--- config.mk ---
export PLATFORM = sky130hd
export DESIGN_NAME = sdram_refresh_sched
export DESIGN_NICKNAME = d
export VERILOG_FILES = /design/src/rtl/sdram_refresh_sched.sv
export SDC_FILE = /design/constraint.sdc
export NUM_CORES = 1
export LEC_CHECK = 0
export ABC_AREA = 1
export BUFFER_PORTS_ARGS = -buffer_cell sky130_fd_sc_hd__clkbuf_2
export CORE_UTILIZATION = 46
export CTS_CLUSTER_DIAMETER = 80
export CTS_CLUSTER_SIZE = 20
export DETAILED_ROUTE_END_ITERATION = 12
export SKIP_LAST_GASP = 1
export SLEW_MARGIN = 20
export SYNTH_ARGS = -nofsm -noshare
export SYNTH_HDL_FRONTEND = slang
export SYNTH_SLANG_ARGS = --single-unit
--- constraint.sdc ---
create_clock -name clk -period 1.81 [get_ports clk]
set_input_delay 0.181 -clock clk [delete_from_list [all_inputs] [get_ports clk]]
set_output_delay 0.181 -clock clk [all_outputs]
set_load 0.02 [all_outputs]
--- src/rtl/sdram_refresh_sched.sv ---
module sdram_refresh_sched #(
  parameter int REF_INTERVAL = 780,
  parameter int T_RP         = 3,
  parameter int T_RC         = 7,
  parameter int SR_WINDOW    = 780
) (
  input  logic clk,
  input  logic rst_n,
  input  logic sleep_req,
  input  logic wake_req,
  input  logic pd_req,
  input  logic bank_open,
  output logic cs_n,
  output logic ras_n,
  output logic cas_n,
  output logic we_n,
  output logic cke,
  output logic ref_err
);
  localparam int CW = (REF_INTERVAL > 2) ? $clog2(REF_INTERVAL) : 1;
  localparam int SW = $clog2(SR_WINDOW + 1);
  localparam int WW = $clog2((T_RC > T_RP ? T_RC : T_RP) + 1);
  localparam logic [3:0] C_NOP = 4'b0111;
  localparam logic [3:0] C_PRE = 4'b0010;
  localparam logic [3:0] C_REF = 4'b0001;

  typedef enum logic [3:0] {
    S_RST, S_IDLE, S_PRE, S_WRP, S_REF, S_WRC, S_SRE, S_SELF, S_SRX, S_PD
  } state_t;

  state_t         state;
  logic [CW-1:0]  cnt;
  logic [1:0]     owed, owed_nx;
  logic [SW-1:0]  since;
  logic [WW-1:0]  wcnt;
  logic [3:0]     cmd;

  wire frozen = (state == S_SRE) || (state == S_SELF);
  wire tick   = !frozen && (cnt == CW'(REF_INTERVAL - 1));
  wire issue  = (state == S_REF);
  wire recent = since < SW'(SR_WINDOW);
  wire due    = owed != 2'd0;

  always_comb begin
    cmd = C_NOP;
    cke = 1'b1;
    case (state)
      S_RST, S_SELF, S_PD: cke = 1'b0;
      S_PRE:               cmd = C_PRE;
      S_REF:               cmd = C_REF;
      S_SRE:               begin cmd = C_REF; cke = 1'b0; end
      default:             ;
    endcase
  end
  assign {cs_n, ras_n, cas_n, we_n} = cmd;

  always_comb begin
    owed_nx = owed;
    if (tick && !issue && owed != 2'd3) owed_nx = owed + 2'd1;
    else if (!tick && issue && due)     owed_nx = owed - 2'd1;
  end

  always_ff @(posedge clk) begin
    if (!rst_n) begin
      state   <= S_RST;
      cnt     <= '0;
      owed    <= '0;
      since   <= SW'(SR_WINDOW);
      wcnt    <= '0;
      ref_err <= 1'b0;
    end else begin
      ref_err <= ref_err | owed[1];
      cnt     <= (frozen || tick) ? '0 : cnt + 1'b1;
      if (frozen)                 owed <= 2'd0;
      else if (state == S_SRX)    owed <= 2'd1;
      else                        owed <= owed_nx;
      if (issue || state == S_SELF) since <= '0;
      else if (recent)              since <= since + 1'b1;

      case (state)
        S_RST:  state <= S_IDLE;
        S_IDLE:
          if (due || (sleep_req && !recent)) state <= bank_open ? S_PRE : S_REF;
          else if (sleep_req)                state <= bank_open ? S_PRE : S_SRE;
          else if (pd_req && !bank_open)     state <= S_PD;
        S_PRE:  begin wcnt <= WW'(T_RP - 2); state <= S_WRP; end
        S_WRP:  if (wcnt == '0) state <= S_REF; else wcnt <= wcnt - 1'b1;
        S_REF:  begin wcnt <= WW'(T_RC - 2); state <= S_WRC; end
        S_WRC:  if (wcnt == '0) state <= S_IDLE; else wcnt <= wcnt - 1'b1;
        S_SRE:  state <= S_SELF;
        S_SELF: if (wake_req) state <= S_SRX;
        S_SRX:  begin wcnt <= WW'(T_RC - 2); state <= S_WRC; end
        S_PD:   if (wake_req || due) state <= S_IDLE;
        default: state <= S_IDLE;
      endcase
    end
  end


  cke_wake_nop_chk: assert property (@(posedge clk) disable iff (!rst_n)
    $rose(cke) |-> cmd == C_NOP);

  cke_low_nop_chk: assert property (@(posedge clk) disable iff (!rst_n)
    (!cke && $past(!cke)) |-> cmd == C_NOP);

  pre_gap_chk: assert property (@(posedge clk) disable iff (!rst_n)
    cmd == C_PRE |=> cmd == C_NOP);

  sre_recent_chk: assert property (@(posedge clk) disable iff (!rst_n)
    (cmd == C_REF && !cke) |-> recent);

  err_sticky_chk: assert property (@(posedge clk) disable iff (!rst_n)
    ref_err |=> ref_err);
endmodule

After elaboration in Yosys (flattened, before gate mapping)

Cells that the tools add are included.

Bitwise gates (word level): 2
Equality and inequality tests: 17
Mux-type cells: 19
Order comparisons: 1
$add $sub $neg: 5
Reductions and logical operators: 34

Operators with widths:

| cell                                           | number |
|---|---|
| case mux 4 bit (8 select lines)                | 1 |
| 2-to-1 mux 4 bit                               | 7 |
| adder 10 x 1 -> 10 bit (second input constant) | 2 |
| 2-to-1 mux 10 bit                              | 2 |
| == test 4 x 3 -> 1 bit (second input constant) | 4 |
| != test 2 bit (second input constant)          | 6 |
| OR reduction 2 bit                             | 6 |
| == test 10 bit (second input constant)         | 1 |
| < comparator 10 bit (second input constant)    | 1 |
| 2-to-1 mux 3 bit                               | 3 |
| case mux 3 bit (3 select lines)                | 1 |
| == test 4 x 2 -> 1 bit (second input constant) | 2 |
| == test 4 bit (second input constant)          | 2 |
| logical AND 1 bit                              | 7 |
| case mux 3 bit (2 select lines)                | 1 |
| nonzero test 2 bit                             | 3 |
| nonzero test 3 bit                             | 2 |
| zero test 1 bit                                | 5 |
| logical OR 1 bit                               | 5 |
| AND reduction 5 bit                            | 1 |
| == test 4 x 1 -> 1 bit (second input constant) | 1 |
| zero test 4 bit                                | 1 |
| 2-to-1 mux 2 bit                               | 2 |
| != test 4 bit (second input constant)          | 1 |
| other kinds (10)                               | 11 |

Register bits after elaboration: 30
Input port bits: 6
Logic and storage cells: 86

Logic depth before layout (Yosys ltp)

Depth after elaboration: 10
Depth in mapped cells: 11
Mapped depth without buffers: 11

Least setup slack after synthesis

Ideal clock, no wire load.

Path type: register to output
From: register state[3]
To: output ras_n
Path slack: 0.511 ns
Arrival time: 1.118 ns
Cell stages (with the launch flop): 5
Cells stage by stage: dfxtp_1 > nor2_1 > nand2_1 > inv_1 > a21oi_1

Word-level cells in the longest chain between the ends: 3
Elaborated cells on any way between the ends: 5
Those cells by class: eq/ne: 3; mux: 1; reduce/logical: 1

RTL lines:

| item                              | RTL line | source |
|---|---|---|
| start, declared                   | 31       | `state_t state;` |
| start signal, assigned            | 83       | `if (due \|\| (sleep_req && !recent)) state <= bank_open ? S_PRE : S_REF;` |
| start signal, assigned            | 84       | `else if (sleep_req) state <= bank_open ? S_PRE : S_SRE;` |
| == test 4 x 3 -> 1 bit            | 47       | `case (state)` |
| OR reduction 2 bit (no line)      | n/a      |  |
| case mux 3 bit (2 select lines) * | 47       |  |
| end, declared                     | 14       | `output logic ras_n,` |

Mark *: on every way between the ends. The rest lies on a longest branch, timed or not.

Worst setup path after layout

Same ends and word-level chain as after synthesis.

==> impl_results.md <==
- Final worst slack: 188 ps
- Final WL: 3.35 mm
- Period utilisation layout: 89.6%
- # nets final: 275
- Pin count of the biggest net entering global routing: 11
- Clock Skews: 9.63 ps
- Setup crit end kind: output port
- Worst slack at placement: 399 ps
- Tot Pwr: 1.61 mW
- P per Cell Area: 878 nW/um2
- H-tree depth: 2
- WP data arrival: 1440 ps
- WL met2: 1.57 mm
- Top Metal Used: met4
- RSZ-0062 raised after global routing: no
- Ratio of cells with drive above 1 in the final layout: 18.0%
- CP Max Fanout: 6
- Clock Tree Root: clkbuf_4
- Wl on met1: 1.65 mm
- First-pass GRT wire length: 6.18 mm
- Vias in the first global route: 1,490
- Synth warn: 0
- Clock Tree Buf Depth: 2
- Net Count, Synth: 259
- Commonest cells after routing, fill and taps aside: 41 x nand2_1, 36 x inv_1, 33 x nor2_1
- Final setup violation count: 0
- Clock-pin slew on the worst setup and hold paths: 100 ps
- Fin Setup TNS: 0 ps
- Initial antenna violation count: 0
- Final Non-Filler Cells: 312
- Layout area overhead: 9.87%
- Crit path cell chain: nor2_1, nand2_1, inv_1, a21oi_1, clkbuf_2
- Total grt overflow: 0
- I/O pin cnt: 12
- GP Congestion: 0.848
- Hold WC Path Type: in2reg
- Clock latency on the worst-skew pair: 330 ps
- CTS Buf Count: 5
- Max-slew violations: 0
- Synth cell types: 30
- Postcts setup bufs: 0
- Startpoint types: flop
- Routed vias: 1,547
- Maximum clock frequency: 617 MHz
- Mapped Area: 1670 um2
- CP top delay family: flip-flops
- Clk sinks: 30
- Critical Path RT: 1630 ps
- Fin crit period: 1620 ps
- Post-DP HPWL: 2.67 mm
- GRT Resource Usage Total: 20.3%
- Sequential element share of the synthesized area: 35.9%
- Die area: 3880 um2
- FF-to-FF Start: cnt[0]
- PostCTS Resize Cnt: 0
- Worst setup path endpoint: ras_n
- Post-DRT Antenna Nets: 0
- Crit. Startpoint: state[3]
- R2R Path End: owed[0]
- Status: complete, no violations
- CP Depth: 5
- Drt pass-1 iters: 4
- Number of DRC markers in iteration 0: 75
- Mapped Cells: 249
- Setup slack, reg-to-reg: 360 ps
- TritonCTS clock tree: built
- Die Ht: 62.3 um
- Inserted Diodes: 0
- CP max stage delay: 480 ps
- Wire per inst: 10.7 um
- Site row count: 21
- Core Area: 3420 um2
- Commonest non-fill, non-tap cell in the layout: nand2_1
- Slowest-stage cell, CP: dfxtp_1
- DRC violation count after routing: 0
- Crit Path Class: reg2out
- Worst Path Buf+Inv: 2
- Quantity of hold-fixing buffers added after cts: 0
- Reg2reg path depth: 10
- Max-cap violation count: 0
- Metal3 WL: 111 um
- Synth Area per Inst: 6.72 um2
- Initial core utilization: 49.0%
- Die X: 62.3 um
- FF+latch count, synth: 30
- Leak pwr: 0.834 nW
- Number of I/O port buffers: 10
- Vias/cell: 4.96
- Cells after DPL: 304
- Peak supply drop: 0.492 mV
- HP Start: rst_n
- Hold Fails Final Rpt: 0
## power by group
part	internal [mW]	switching, mW	total [mW]
Combinational	0.141	0.281	0.422
Sequential	0.712	0.0496	0.762
Clock	0.187	0.244	0.431
Total	1.04	0.575	1.61
## area by class of cell
cell class	count	area [um2]
repair buffers	10	50.0
flip-flops and latches	30	602
clock buffers	6	51.3
fillers	363	1580
multi-input cells	175	905
clock inverters	2	12.5
well taps	46	57.6
inverters	43	161
## worst min path at each step
stage                     endpoint  slack [ps]  depth (start not counted)
after floorplan           since[8]         250                          1
after global placement      cnt[0]         430                          1
after detailed placement  since[8]         440                          2
after CTS                 since[8]          80                          2
after global routing      since[8]          90                          2
final                     since[8]          90                          2
## cell families after synthesis
kind of cell | share of synthesized area (%)
AO/OA/AOI/OAI | 13.2
XOR/XNOR | 1.57
adder cells (fa/ha/maj) | 2.99
buffers and inverters | 10.1
flip-flops | 35.9
other | 0.224
AND/OR/NAND/NOR | 36.1
## synthesized netlist by cell type
| master | instances | area (um2) |
|---|---|---|
| nor4_1 | 2 | 12.5 |
| nor2_1 | 33 | 124 |
| o22ai_2 | 1 | 12.5 |
| o21ai_0 | 10 | 50.1 |
| nand3_1 | 20 | 100 |
| nand4_1 | 3 | 18.8 |
| o2111ai_1 | 1 | 8.76 |
| conb_1 | 1 | 3.75 |
| nor3_1 | 8 | 40.0 |
| or2_2 | 2 | 12.5 |
| a21oi_1 | 16 | 80.1 |
| a31o_2 | 1 | 8.76 |
| nor3b_1 | 3 | 22.5 |
| nor2_2 | 5 | 31.3 |
| ha_1 | 4 | 50.1 |
| o21bai_1 | 1 | 7.51 |
| and3_1 | 1 | 6.26 |
| o21ai_2 | 2 | 17.5 |
| inv_2 | 7 | 26.3 |
| inv_1 | 36 | 135 |
| xor2_1 | 3 | 26.3 |
| dfxtp_1 | 30 | 601 |
| o21ai_1 | 3 | 15.0 |
| nand2_1 | 41 | 154 |
| nand2_4 | 2 | 22.5 |
| buf_4 | 1 | 7.51 |
| nand2_2 | 8 | 50.1 |
| a31oi_1 | 2 | 12.5 |
| o211ai_1 | 1 | 7.51 |
| nand3_2 | 1 | 10.0 |
## through the flow
step / hold WS, ps / utilization [%] / instance area (um2)
final: 94.0 / 53.8 / 1840
after global routing: 87.2 / 53.8 / 1840
after CTS: 76.4 / 53.8 / 1840
after detailed placement: 443 / 51.9 / 1770
after global placement: 433 / 51.9 / 1770
after floorplan: 250 / - / 1670
## per-layer routing
metal  up-vias  global-route usage, %
met5         -                      0
met4         0                   9.88
met3         2                   5.15
met2        22                   33.9
met1       687                   24.2
li1        836                      -
## registers in the layout, summed over array words and instances, names as in the netlist
name,cells
cnt,10
owed,2
ref_err,1
since,10
state,4
wcnt,3
No activity file was read; power rests on OpenSTA's default activity.
